<file path="config.mk">
export PLATFORM = sky130hd
export DESIGN_NAME = qr_valley_trigger
export DESIGN_NICKNAME = d
export VERILOG_FILES = /design/src/rtl/qrv_pkg.sv /design/src/rtl/qrv_zc_sync.sv /design/src/rtl/qrv_phase_timer.sv /design/src/rtl/qrv_valley_count.sv /design/src/rtl/qr_valley_trigger.sv
export SDC_FILE = /design/constraint.sdc
export NUM_CORES = 1
export LEC_CHECK = 0
export ABC_AREA = 1
export BUFFER_PORTS_ARGS = -buffer_cell sky130_fd_sc_hd__buf_2
export CORE_MARGIN = 1.5
export CORE_UTILIZATION = 48
export DETAILED_ROUTE_END_ITERATION = 7
export PLACE_DENSITY = 0.69
export SYNTH_ARGS = -nofsm -noshare
export SYNTH_HDL_FRONTEND = slang
export SYNTH_SLANG_ARGS = --single-unit
</file>
<file path="constraint.sdc">
create_clock -name clk -period 3.5 [get_ports clk]
set_input_delay 0.7 -clock clk [delete_from_list [all_inputs] [get_ports clk]]
set_output_delay 0.7 -clock clk [all_outputs]
set_load 0.02 [all_outputs]
</file>
<file path="src/rtl/qrv_pkg.sv">
package qrv_pkg;
  typedef enum logic [1:0] {
    PH_IDLE  = 2'd0,
    PH_BLANK = 2'd1,
    PH_HUNT  = 2'd2
  } phase_e;

  function automatic int max3(int a, int b, int c);
    int m;
    m = (a > b) ? a : b;
    return (m > c) ? m : c;
  endfunction
endpackage

</file>
<file path="src/rtl/qrv_zc_sync.sv">
module qrv_zc_sync #(
  parameter int STAGES = 2
) (
  input  logic clk,
  input  logic rst_n,
  input  logic zc_i,
  output logic fall_o
);
  logic [STAGES-1:0] sh_q;
  logic              last_q;

  generate
    for (genvar g = 0; g < STAGES; g++) begin : g_stage
      if (g == 0) begin : g_first
        always_ff @(posedge clk or negedge rst_n) begin
          if (!rst_n) sh_q[0] <= 1'b0;
          else        sh_q[0] <= zc_i;
        end
      end else begin : g_next
        always_ff @(posedge clk or negedge rst_n) begin
          if (!rst_n) sh_q[g] <= 1'b0;
          else        sh_q[g] <= sh_q[g-1];
        end
      end
    end
  endgenerate

  always_ff @(posedge clk or negedge rst_n) begin
    if (!rst_n) last_q <= 1'b0;
    else        last_q <= sh_q[STAGES-1];
  end

  assign fall_o = last_q & ~sh_q[STAGES-1];

  // a falling crossing yields one isolated event
  a_r2_single_fall: assert property (@(posedge clk) disable iff (!rst_n)
    fall_o |=> !fall_o);
endmodule

</file>
<file path="src/rtl/qrv_phase_timer.sv">
module qrv_phase_timer
  import qrv_pkg::*;
#(
  parameter int BLANK_CYC  = 300,
  parameter int TMO_CYC    = 590,
  parameter int TMO_SS_CYC = 4000
) (
  input  logic clk,
  input  logic rst_n,
  input  logic restart_i,
  input  logic evt_i,
  input  logic done_i,
  input  logic ss_i,
  output logic hunt_o,
  output logic timeout_o
);
  localparam int MAX_T = max3(BLANK_CYC, TMO_CYC, TMO_SS_CYC);
  localparam int TMR_W = $clog2(MAX_T + 1);
  localparam logic [TMR_W-1:0] BLANK_M1 = TMR_W'(BLANK_CYC - 1);
  localparam logic [TMR_W-1:0] TMO_M1   = TMR_W'(TMO_CYC - 1);
  localparam logic [TMR_W-1:0] TMOSS_M1 = TMR_W'(TMO_SS_CYC - 1);

  phase_e           ph_q;
  logic [TMR_W-1:0] tmr_q;
  logic [TMR_W-1:0] lim_m1;

  always_comb lim_m1 = ss_i ? TMOSS_M1 : TMO_M1;

  assign hunt_o    = (ph_q == PH_HUNT);
  assign timeout_o = hunt_o && (tmr_q >= lim_m1);

  always_ff @(posedge clk or negedge rst_n) begin
    if (!rst_n) begin
      ph_q  <= PH_IDLE;
      tmr_q <= '0;
    end else if (restart_i) begin
      ph_q  <= PH_BLANK;
      tmr_q <= '0;
    end else begin
      case (ph_q)
        PH_BLANK: begin
          if (tmr_q >= BLANK_M1) begin
            ph_q  <= PH_HUNT;
            tmr_q <= '0;
          end else begin
            tmr_q <= tmr_q + 1'b1;
          end
        end
        PH_HUNT: begin
          if (done_i) begin
            ph_q  <= PH_IDLE;
            tmr_q <= '0;
          end else if (evt_i) begin
            tmr_q <= '0;
          end else begin
            tmr_q <= tmr_q + 1'b1;
          end
        end
        default: begin
          ph_q  <= PH_IDLE;
          tmr_q <= '0;
        end
      endcase
    end
  end

  // blanking never outlasts its window
  a_r3_blank_len: assert property (@(posedge clk) disable iff (!rst_n)
    (ph_q == PH_BLANK) |-> (tmr_q < TMR_W'(BLANK_CYC)));
  // the hunting timer is always restarted by the event logic
  a_r4_tmr_bound: assert property (@(posedge clk) disable iff (!rst_n)
    (ph_q == PH_HUNT) |-> (tmr_q < TMR_W'(MAX_T)));
  // a timeout in hunting is answered by a counted event
  a_r4_timeout_counted: assert property (@(posedge clk) disable iff (!rst_n)
    (timeout_o && !restart_i) |=> (tmr_q == '0));
endmodule

</file>
<file path="src/rtl/qrv_valley_count.sv">
module qrv_valley_count #(
  parameter int MAX_VALLEY = 4,
  parameter int SEL_W      = $clog2(MAX_VALLEY)
) (
  input  logic             clk,
  input  logic             rst_n,
  input  logic             arm_i,
  input  logic             hunt_i,
  input  logic             fall_i,
  input  logic             timeout_i,
  input  logic [SEL_W-1:0] sel_i,
  output logic             evt_o,
  output logic             done_o,
  output logic             turn_on_o
);
  logic [SEL_W-1:0] cnt_q;
  logic             pulse_q;

  // valley and timeout merge into one event
  assign evt_o     = hunt_i & (fall_i | timeout_i);
  assign done_o    = evt_o & (cnt_q >= sel_i);
  assign turn_on_o = pulse_q;

  always_ff @(posedge clk or negedge rst_n) begin
    if (!rst_n) begin
      cnt_q   <= '0;
      pulse_q <= 1'b0;
    end else if (arm_i) begin
      cnt_q   <= '0;
      pulse_q <= 1'b0;
    end else begin
      pulse_q <= done_o;
      if (done_o)     cnt_q <= '0;
      else if (evt_o) cnt_q <= cnt_q + 1'b1;
    end
  end

  // the request lasts a single cycle
  a_r7_one_cycle: assert property (@(posedge clk) disable iff (!rst_n)
    turn_on_o |=> !turn_on_o);
  // reaching the selected count fires the request next cycle
  a_r6_fire: assert property (@(posedge clk) disable iff (!rst_n)
    (done_o && !arm_i) |=> turn_on_o);
  // the count never passes the selected valley
  a_r6_no_overflow: assert property (@(posedge clk) disable iff (!rst_n)
    hunt_i |-> (cnt_q <= sel_i));
endmodule

</file>
<file path="src/rtl/qr_valley_trigger.sv">
module qr_valley_trigger #(
  parameter int BLANK_CYC   = 300,
  parameter int TMO_CYC     = 590,
  parameter int TMO_SS_CYC  = 4000,
  parameter int MAX_VALLEY  = 4,
  parameter int SYNC_STAGES = 2,
  parameter int SEL_W       = $clog2(MAX_VALLEY)
) (
  input  logic             clk,
  input  logic             rst_n,
  input  logic             zc_i,
  input  logic             drv_off_i,
  input  logic [SEL_W-1:0] valley_sel_i,
  input  logic             ss_active_i,
  output logic             turn_on_o
);
  logic fall_w;
  logic hunt_w;
  logic timeout_w;
  logic evt_w;
  logic done_w;

  qrv_zc_sync #(.STAGES(SYNC_STAGES)) u_sync (
    .clk    (clk),
    .rst_n  (rst_n),
    .zc_i   (zc_i),
    .fall_o (fall_w)
  );

  qrv_phase_timer #(
    .BLANK_CYC  (BLANK_CYC),
    .TMO_CYC    (TMO_CYC),
    .TMO_SS_CYC (TMO_SS_CYC)
  ) u_timer (
    .clk       (clk),
    .rst_n     (rst_n),
    .restart_i (drv_off_i),
    .evt_i     (evt_w),
    .done_i    (done_w),
    .ss_i      (ss_active_i),
    .hunt_o    (hunt_w),
    .timeout_o (timeout_w)
  );

  qrv_valley_count #(
    .MAX_VALLEY (MAX_VALLEY),
    .SEL_W      (SEL_W)
  ) u_count (
    .clk       (clk),
    .rst_n     (rst_n),
    .arm_i     (drv_off_i),
    .hunt_i    (hunt_w),
    .fall_i    (fall_w),
    .timeout_i (timeout_w),
    .sel_i     (valley_sel_i),
    .evt_o     (evt_w),
    .done_o    (done_w),
    .turn_on_o (turn_on_o)
  );

  // once the request is issued the block has left hunting
  a_r7_disarmed: assert property (@(posedge clk) disable iff (!rst_n)
    turn_on_o |-> !hunt_w);
  // no request is raised straight out of reset
  a_r1_reset_quiet: assert property (@(posedge clk) disable iff (!rst_n)
    $rose(rst_n) |-> !turn_on_o);
endmodule

</file>
After elaboration in Yosys (flattened, before gate mapping)
Cells that the tools add are included.

Memory bits (writable): 0. Input port bits: 7. Bits in latches: 0. ROM bits: 0. Output and inout port bits: 1. Flip-flop bits (word level): 20. Memories: 0.

$add $sub $neg: 2. Multipliers: 0. Shift operators: 0. Magnitude comparators: 3. Equality and inequality tests: 4. Muxes and demuxes: 14. Divide/modulo/power cells: 0. Bitwise operators: 5. Reduce and logical (&&, ||, !) cells: 3.

Operator list (count): 12-bit two-way mux (5); 12-bit case mux with 2 select lines (1); 12-bit by 1-bit adder with 12-bit output, second input constant (1); 12-bit greater-or-equal comparator (1); 12-bit by 9-bit greater-or-equal comparator with 1-bit output, second input constant (1); 2-bit two-way mux (6); 2-bit case mux with 2 select lines (1); 1-bit bitwise AND (3); 3-bit by 2-bit != test with 1-bit output, second input constant (1); 3-bit != test, second input constant (1); 3-bit nonzero test (1); 2-bit by 1-bit adder with 2-bit output, second input constant (1); 2-bit by 1-bit == test with 1-bit output, second input constant (1); 2-bit == test, second input constant (1); 2-bit greater-or-equal comparator (1); 2-bit AND reduction (1); 1-bit logical AND (1); 1-bit two-way mux (1); 1-bit NOT (1); 1-bit OR (1).

Depth between registers and ports, before layout
Gate-level depths: netlist of run 1.

Depth after elaboration: 9. Mapped depth: 13.

Hierarchy
A second synthesis of run 1 with hierarchy kept.

Cell total of the unflattened synthesis: 161. Area, all modules: 1307.5 um2.

By module, submodules not included: qrv_phase_timer (area an instance 997.2 um2, sequential area each 350.3 um2, cells each 123, instances 1); qrv_valley_count (area an instance 225.2 um2, sequential area each 75.1 um2, cells each 33, instances 1); qrv_zc_sync (area an instance 85.1 um2, sequential area each 75.1 um2, cells each 5, instances 1).

Worst setup path before layout of run 1
No wires, ideal clock.

Path type: input port to flip-flop. Start: in ss_active_i. End: reg u_timer.ph_q[0]. Path slack: 1537 ps. Required time: 3382 ps. Setup time: 118 ps. Data arrival time: 1845 ps. Stages: 11. Buffers on the path: 0. Cells stage by stage: inv_1 ha_1 nand2_1 nor2_1 nand4_1 nand3_1 nand3_1 nand3_1 nand2_1 nand2_1 nand2_1.

Word-level cells in the longest chain between the ends: 8.

Ends and longest elaborated chain: start, declared (line qr_valley_trigger.sv:14) `input logic ss_active_i,`; 12-bit two-way mux (line qrv_phase_timer.sv:27) `always_comb lim_m1 = ss_i ? TMOSS_M1 : TMO_M1;`; 12-bit greater-or-equal comparator (line qrv_phase_timer.sv:30) `assign timeout_o = hunt_o && (tmr_q >= lim_m1);`; 1-bit logical AND (line qrv_phase_timer.sv:30); 1-bit OR (line qrv_valley_count.sv:20) `assign evt_o = hunt_i & (fall_i | timeout_i);`; 1-bit bitwise AND (line qrv_valley_count.sv:20); 1-bit bitwise AND (line qrv_valley_count.sv:21) `assign done_o = evt_o & (cnt_q >= sel_i);`; 3-bit != test (no source line); 2-bit AND reduction (no source line); end signal, assigned (line qrv_phase_timer.sv:43) `ph_q <= PH_HUNT;`; end signal, assigned (line qrv_phase_timer.sv:51) `ph_q <= PH_IDLE;`; end signal, assigned (line qrv_phase_timer.sv:60) `ph_q <= PH_IDLE;`; end, declared (line qrv_phase_timer.sv:23) `phase_e ph_q;`.

No other way between the ends. A chain may end at the register's enable or synchronous reset.

Final worst setup path of run 1
Start: in ss_active_i. End: reg u_timer.tmr_q[6].

Word-level cells in the longest chain between the ends: 9. Elaborated cells on any way between the ends: 10.

Ends and longest elaborated chain: 12-bit two-way mux (*) (line qrv_phase_timer.sv:27); 12-bit greater-or-equal comparator (*) (line qrv_phase_timer.sv:30); 1-bit logical AND (*) (line qrv_phase_timer.sv:30); 1-bit OR (*) (line qrv_valley_count.sv:20); 1-bit bitwise AND (*) (line qrv_valley_count.sv:20); 12-bit two-way mux / 1-bit bitwise AND (equally long branches) (line qrv_phase_timer.sv:53, qrv_valley_count.sv:21); 12-bit two-way mux (*) (line qrv_phase_timer.sv:50) `if (done_i) begin`; 12-bit case mux with 2 select lines (*) (line qrv_phase_timer.sv:40) `case (ph_q)`; 12-bit two-way mux (*) (line qrv_phase_timer.sv:36) `end else if (restart_i) begin`; end signal, assigned (line qrv_phase_timer.sv:46) `tmr_q <= tmr_q + 1'b1;`; end signal, assigned (line qrv_phase_timer.sv:56) `tmr_q <= tmr_q + 1'b1;`; end, declared (line qrv_phase_timer.sv:24) `logic [TMR_W-1:0] tmr_q;`.

Mark *: on every way between the ends. The rest lies on a longest branch, timed or not.

==> results of run 1 <==
-- per-stage QoR --
step	std cells	worst slack, ps	cell area (um^2)
2_1_floorplan	146	1540	1240
3_3_place_gp	181	1230	1290
3_5_place_dp	181	1190	1290
4_1_cts	185	1500	1340
5_1_grt	185	1330	1340
6_report	185	1500	1340
-- area by class of cell --
class	count	area (um^2)
fillers	226	1110
multi-input cells	104	639
flip-flops and latches	20	500
inverters	20	75.1
well taps	30	37.5
repair buffers	7	35.0
clock inverters	1	30.0
clock buffers	3	22.5
-- critical path: stages --
cell	delay (ps)
buf_2	100
inv_1	160
ha_1	280
nand2_1	60
inv_1	50
nand2_1	50
nand2_1	40
nand2_1	60
nand3_1	140
o22ai_2	180
nand2_2	230
nor2_2	150
-- worst min-delay path by stage --
stage                               from                to  slack [ps]  depth (start not counted)
after floorplan           u_sync.sh_q[0]    u_sync.sh_q[1]         330                          0
after global placement    u_sync.sh_q[0]    u_sync.sh_q[1]         340                          0
after detailed placement  u_sync.sh_q[0]    u_sync.sh_q[1]         340                          0
after CTS                          rst_n  u_timer.tmr_q[7]         330                          1
after global routing               rst_n     u_sync.last_q         340                          1
final                              rst_n  u_timer.tmr_q[7]         320                          1
-- placed cells by master (no fill, tap or decap), types with 2 or more instances in the layout --
| cell type | netlist | final |
|---|---|---|
| nand2_1 | 32 | 32 |
| xor2_1 | 9 | 9 |
| a21oi_1 | 2 | 2 |
| nor2_2 | 9 | 9 |
| buf_2 | 0 | 7 |
| dfrtp_1 | 20 | 20 |
| o21ai_0 | 3 | 3 |
| ha_1 | 12 | 12 |
| inv_1 | 20 | 20 |
| nand4_1 | 3 | 3 |
| nor2_1 | 13 | 13 |
| clkbuf_4 | 0 | 3 |
| nand3_1 | 10 | 10 |
-- state kept, by name (all words and copies together) (netlist names) --
name	flops
u_sync.sh_q	2
u_timer.tmr_q	12
u_count.turn_on_o	1
u_sync.last_q	1
u_count.cnt_q	2
u_timer.ph_q	2
-- power by group through the flow --
stage	clock network [uW]	registers (uW)	logic, uW
final	190	243	42.2
after global routing	205	244	50.8
after floorplan	0	246	29.9
after CTS	195	243	43.4
after global placement	0	247	41.2
after detailed placement	0	248	43.0
-- routing by layer --
metal  share of wire (%)  global-route usage, %  wire (um)  vias to the layer above
li1                    -                      -          -                      483
met1                  50                   22.0       1010                      443
met2                  48                   29.1        965                        7
met3                 1.9                   3.06         39                        2
met4                0.74                   9.40         15                        0
met5                   0                      0          0                        -
-- kinds of logic (layout without fill, tap and decap cells) --
family                   count (synthesis)  after routing  synth area share, %
AO/OA/AOI/OAI                            7              7                 4.04
adder cells (fa/ha/maj)                 12             12                 12.1
AND/OR/NAND/NOR                         75             75                 28.4
XOR/XNOR                                10             10                 7.08
buffers and inverters                   22             31                 7.89
flip-flops                              20             20                 40.4
==> run summary, run 1 <==
status = completed
initial antenna violation count = 0
core area = 0.00245 mm^2
worst setup path endpoint = u_timer.tmr_q[6]
Vias = 935
Setup Buffers After CTS = 0
min Tclk post-route = 2000 ps
Routed WL = 2030 um
reg2reg start = u_timer.tmr_q[7]
clock power share = 39.9%
most common cell in the netlist = nand2_1
gr usage total = 17.7%
top cells by count, synth = nand2_1, dfrtp_1, inv_1
CP Class = input port to flip-flop
Slew HR = 69.7%
Net Sw Frac = 22.4%
Final ANT Viol Nets = 0
skew final = 12.5 ps
clock root buffer master = clkbuf_4
Post-synth EDFFs = 0
CTS max path bufs = 2
IO Port Bufs = 7
flop2flop setup slack = 1670 ps
final setup fails = 0
Psw = 106 uW
Syn Inst Count = 146
Tot Pwr = 475 uW
mapped cell area = 0.00124 mm^2
min-delay worst type = input port to asynchronous set/reset pin
Synth Register Bits = 20
post_cts resized = 0
GPL Wtd Cong = 0.910
first-pass GRT wire length = 3670 um
gr ovfl total = 0
internal power = 369 uW
Reg2Reg Depth = 10
die span in y = 53.8 um
CP startpoint = ss_active_i
Hold WS = 324 ps
reg2reg end = u_timer.tmr_q[6]
HPWL after DPL = 1550 um
CP max FO = 12
Synth area leader = dfrtp_1
Synth Net Count = 165
largest net degree at the start of global routing = 21
Worst EP required = 3730 ps
Initial Utilization = 50.4%
Hold-fix buffers, CTS = 0
Die W = 53.8 um
maximum VDD drop = 249 uV
P per Cell Area = 354 mW/mm^2
initial DRC count = 19
Reg power frac = 51.2%
period utilization = 57.0%
Synth top area share = 40.4%
drt pass-1 iters = 4
Layout Utilization = 54.6%
Vias per Instance = 5.05
TritonCTS clock tree = yes
Combinational Power Share = 8.9%
FMAX = 501 MHz
Slew @ Worst Pin = 454 ps
CTS buffer count = 3
post-synthesis async set-or-reset flop share = 100%
CTS Sinks = 20
floorplan row count = 18
number of global-route vias before repair = 903
CP startpoint kind = input port
library cells used by synthesis = 23
layout net count = 175
CP arrival = 2230 ps
Max Transition Viols Final = 0
Avg Cell Area, Syn = 8.48 um^2
Clock Latency Late Sink = 300 ps
WL/cell = 11.0 um
synth top area cells = dfrtp_1, ha_1, nand2_1
clock transition at the registers of the reported paths = 120 ps
max_cap viols = 0
Final Hold Viols = 0
Seq/Total Area, Yosys = 40.4%
yosys warns = 0
antenna cells = 0
Max H-tree Level = 1
Most used DFF post-synth = dfrtp_1
Layout area overhead = 8.29%
fraction of layout cells with a size suffix above 1 = 16.8%
Residual DRC = 0
Crit. End Element = flip-flop
die area = 0.00289 mm^2
IO Pins = 8
Leakage = 0.000675 uW
RSZ-0062 raised after global routing = no
total negative slack = 0 ps
No activity file was read; power rests on OpenSTA's default activity.
==> inputs of run 2 (changes only) <==
==> constraint.sdc (replaced) <==
create_clock -name clk -period 2.02 [get_ports clk]
set_input_delay 0.404 -clock clk [delete_from_list [all_inputs] [get_ports clk]]
set_output_delay 0.404 -clock clk [all_outputs]
set_load 0.02 [all_outputs]
==> run summary, run 2 (synthesis results as in run 1) <==
CTS Sinks = 20
CP startpoint kind = flip-flop
CTS max path bufs = 2
number of global-route vias before repair = 896
fraction of layout cells with a size suffix above 1 = 16.8%
Vias per Instance = 4.98
Clock Latency Late Sink = 310 ps
total negative slack = 0 ps
GPL Wtd Cong = 0.910
TritonCTS clock tree = yes
Reg2Reg Depth = 10
P per Cell Area = 615 mW/mm^2
Setup Buffers After CTS = 0
Initial Utilization = 50.4%
first-pass GRT wire length = 3570 um
max_cap viols = 0
post_cts resized = 0
floorplan row count = 18
min Tclk post-route = 1810 ps
placed cell areas = 0.00129 mm^2
flop2flop setup slack = 210 ps
initial DRC count = 19
reg2reg end = u_timer.tmr_q[6]
period utilization = 89.8%
min-delay worst type = input port to asynchronous set/reset pin
die area = 0.00289 mm^2
layout net count = 175
Final ANT Viol Nets = 0
CP startpoint = u_timer.tmr_q[7]
status = completed
IO Port Bufs = 7
IO Pins = 8
Leakage = 0.000675 uW
gr ovfl total = 0
CTS buffer count = 3
design area = 0.00134 mm^2
core area = 0.00245 mm^2
Vias = 921
maximum VDD drop = 455 uV
HPWL after DPL = 1560 um
CP max FO = 12
clock root buffer master = clkbuf_4
RSZ-0062 raised after global routing = no
Hold-fix buffers, CTS = 0
Max Transition Viols Final = 0
Max H-tree Level = 1
final setup fails = 0
commonest non-fill, non-tap cell in the layout = nand2_1
Worst EP required = 2250 ps
WL/cell = 10.9 um
worst setup path endpoint = u_timer.tmr_q[6]
die span in y = 53.8 um
drt pass-1 iters = 4
Die W = 53.8 um
Slew HR = 70.4%
largest net degree at the start of global routing = 21
skew final = 13.6 ps
FMAX = 551 MHz
clock transition at the registers of the reported paths = 130 ps
initial antenna violation count = 0
CP Class = flip-flop to flip-flop
Final Hold Viols = 0
reg2reg start = u_timer.tmr_q[7]
Routed WL = 2020 um
Crit. End Element = flip-flop
Layout area overhead = 8.29%
CP arrival = 2050 ps
gr usage total = 17.1%
commonest non-fill, non-tap cells in the layout = nand2_1, inv_1, dfrtp_1
Residual DRC = 0
# fillers = 242
Largest register FFs = 12
antenna cells = 0
Slew @ Worst Pin = 441 ps
Largest Register = u_timer.tmr_q
## run 2: report_power, final
group | internal, uW | switching (uW) | leakage [uW] | total (uW)
combinational | 26.2 | 46.7 | 0.000380 | 72.9
clock | 201 | 130 | 0.0000279 | 331
sequential | 412 | 8.99 | 0.000267 | 421
## run 2: worst min-delay path by stage
stage | start | to | slack (ps) | depth (start not counted)
after floorplan | rst_n | u_count.cnt_q[0] | 110 | 0
after global placement | u_sync.sh_q[0] | u_sync.sh_q[1] | 340 | 0
after detailed placement | u_sync.sh_q[0] | u_sync.sh_q[1] | 340 | 0
after CTS | rst_n | u_sync.last_q | 30 | 1
after global routing | rst_n | u_sync.sh_q[1] | 40 | 1
final | rst_n | u_timer.tmr_q[7] | 20 | 1
## run 2: critical path, cell delays in order, from the launching register on
cell and delay, ps:
dfrtp_1 460, ha_1 310, nand2_1 60, inv_1 50, nand2_1 50, nand2_1 40
nand2_1 60, nand3_1 140, o22ai_2 180, nand2_2 230, nor2_2 150
## run 2: per-layer routing
metal | GRT usage (%) | vias to the layer above | part of all wire [%]
met4 | 8.55 | 0 | 0.64
met3 | 2.50 | 2 | 1.5
met1 | 21.1 | 437 | 50
li1 | - | 479 | -
met2 | 29.1 | 3 | 48
met5 | 0 | - | 0
## run 2: layout make-up
type | count | area, um^2 | share of cell area (%)
multi-input combinational | 104 | 639 | 47.7
sequential | 20 | 500 | 37.3
inverter | 20 | 75.1 | 5.60
tap | 30 | 37.5 | 2.80
timing repair buffer | 7 | 35.0 | 2.61
clock inverter | 1 | 30.0 | 2.24
clock buffer | 3 | 22.5 | 1.68
## run 2: through the flow
| step | hold WS, ps | cells | total power, uW | utilization (%) | worst slack [ps] |
|---|---|---|---|---|---|
| global placement | 335 | 181 | 500 | 52.4 | 44.5 |
| detailed placement | 339 | 181 | 503 | 52.4 | -0.305 |
| floorplan | 108 | 146 | 479 | - | 353 |
| global route | 41.3 | 185 | 865 | 54.6 | 15.8 |
| CTS | 31.6 | 185 | 834 | 54.6 | 186 |
| finish | 20.0 | 185 | 824 | 54.6 | 205 |
==> inputs of run 3 (changes only) <==
==> constraint.sdc (replaced) <==
create_clock -name clk -period 1.9 [get_ports clk]
set_input_delay 0.38 -clock clk [delete_from_list [all_inputs] [get_ports clk]]
set_output_delay 0.38 -clock clk [all_outputs]
set_load 0.02 [all_outputs]
==> run summary, run 3 (synthesis results as in run 1) <==
status = completed
skew final = 10.1 ps
RSZ-0062 raised after global routing = no
Cells after DPL = 183
Final Non-Filler Cells = 187
die span in y = 53.8 um
CTS Sinks = 20
FMAX = 572 MHz
HPWL after DPL = 1660 um
Initial Utilization = 50.4%
initial DRC count = 8
placed cell areas = 0.00130 mm^2
CP arrival = 1930 ps
layout net count = 177
final setup fails = 0
crit-path most repeated cell = nand3_1
Die W = 53.8 um
CP peak stage delay = 450 ps
critical path cell sequence = ha_1 > nand2_1 > nor2_1 > nand4_1 > nand3_2 > nand3_1 > buf_4 > nand3_1 > o21ai_0
commonest non-fill, non-tap cell in the layout = nand2_1
first-pass GRT wire length = 3610 um
Layout area overhead = 9.00%
initial antenna violation count = 0
Crit. End Element = flip-flop
die area = 0.00289 mm^2
gr usage total = 17.4%
CTS max path bufs = 2
Final Hold Viols = 0
Critical-path top delay cell = dfrtp_1
GPL Wtd Cong = 0.900
Largest register FFs = 12
Final ANT Viol Nets = 0
min Tclk post-route = 1750 ps
Worst EP required = 2080 ps
Max Transition Viols Final = 0
Clock Latency Late Sink = 300 ps
Slew @ Worst Pin = 442 ps
Max H-tree Level = 1
IO Port Bufs = 7
TritonCTS clock tree = yes
Residual DRC = 0
core area = 0.00245 mm^2
Tot Pwr = 773 uW
clock root buffer master = clkbuf_4
Slew HR = 70.6%
CP max FO = 4
P per Cell Area = 573 mW/mm^2
CTS buffer count = 3
maximum VDD drop = 385 uV
gr ovfl total = 0
crit-path leading delay family = simple AND/OR/NAND/NOR gates
CP Class = flip-flop to flip-flop
fraction of layout cells with a size suffix above 1 = 18.5%
number of global-route vias before repair = 895
IO Pins = 8
Setup Buffers After CTS = 0
design area = 0.00135 mm^2
WL/cell = 11.4 um
Routed WL = 2130 um
clock transition at the registers of the reported paths = 120 ps
Leakage = 0.000689 uW
drt pass-1 iters = 4
Largest Register = u_timer.tmr_q
min-delay worst type = input port to asynchronous set/reset pin
commonest non-fill, non-tap cells in the layout = nand2_1, inv_1, dfrtp_1
Vias per Instance = 4.96
antenna cells = 0
largest net degree at the start of global routing = 21
CP startpoint kind = flip-flop
max_cap viols = 0
critical path buffer and inverter count = 1
Vias = 928
period utilization = 92.0%
floorplan row count = 18
[run 3: final timing paths]
path                                   start          endpoint  slack, ps  cells past startpoint
max                        u_timer.tmr_q[10]  u_count.cnt_q[0]        150                      9
min                                    rst_n   u_timer.ph_q[0]          6                      1
max reg2reg                u_timer.tmr_q[10]  u_count.cnt_q[0]        150                      9
min reg2reg                   u_sync.sh_q[0]    u_sync.sh_q[1]        370                      0
max in group asynchronous              rst_n  u_timer.tmr_q[0]       1580                      1
min in group clk                        zc_i    u_sync.sh_q[0]        180                      1
[run 3: worst register-to-register path, delay by kind of cell (launching register included)]
family | cells | cell delay [ps]
and+or+nand+nor | 6 | 630
DFF | 1 | 450
adders and majority gates | 1 | 310
buffers and inverters | 1 | 160
AOI/OAI and AO/OA | 1 | 80
[run 3: report_power, final]
group | switching, uW | total, uW | internal [uW] | leakage (uW)
Combinational | 51.3 | 80.3 | 29.0 | 0.000401
Sequential | 9.65 | 447 | 438 | 0.000267
Clock | 128 | 245 | 117 | 0.0000210
Total | 189 | 773 | 583 | 0.000689
[run 3: repair_timing]
action | 4_1_cts | 5_1_grt
hold buffers | 0 | 0
setup endpoints to repair | 0 | 13
endpoints found under the hold margin | 0 | 0
gates resized for setup | 0 | 2
[run 3: cell type report]
class | instances | area [um^2]
fill | 227 | 1110
multi-input combinational | 104 | 649
sequential | 20 | 500
inverter | 20 | 75.1
timing repair buffer | 9 | 50.0
tap | 30 | 37.5
clock buffer | 4 | 36.3
[run 3: per-layer routing]
layer / vias to the layer above / share of wire, % / track usage, %
met1: 433 / 49 / 22.5
met2: 13 / 48 / 28.7
met3: 2 / 2.1 / 2.50
li1: 480 / - / -
met4: 0 / 0.71 / 8.12
met5: - / 0 / 0
[run 3: per-stage QoR]
| stage | worst slack [ps] | hold WS [ps] | utilization, % | setup TNS, ps |
|---|---|---|---|---|
| 2_1_floorplan | 257 | 84.4 | - | 0 |
| 3_3_place_gp | -33.3 | 332 | 53.1 | -279 |
| 3_5_place_dp | -158 | 346 | 53.1 | -1750 |
| 4_1_cts | 42.5 | 19.4 | 54.5 | 0 |
| 5_1_grt | 35.3 | 31.4 | 54.9 | 0 |
| 6_report | 152 | 5.56 | 54.9 | 0 |
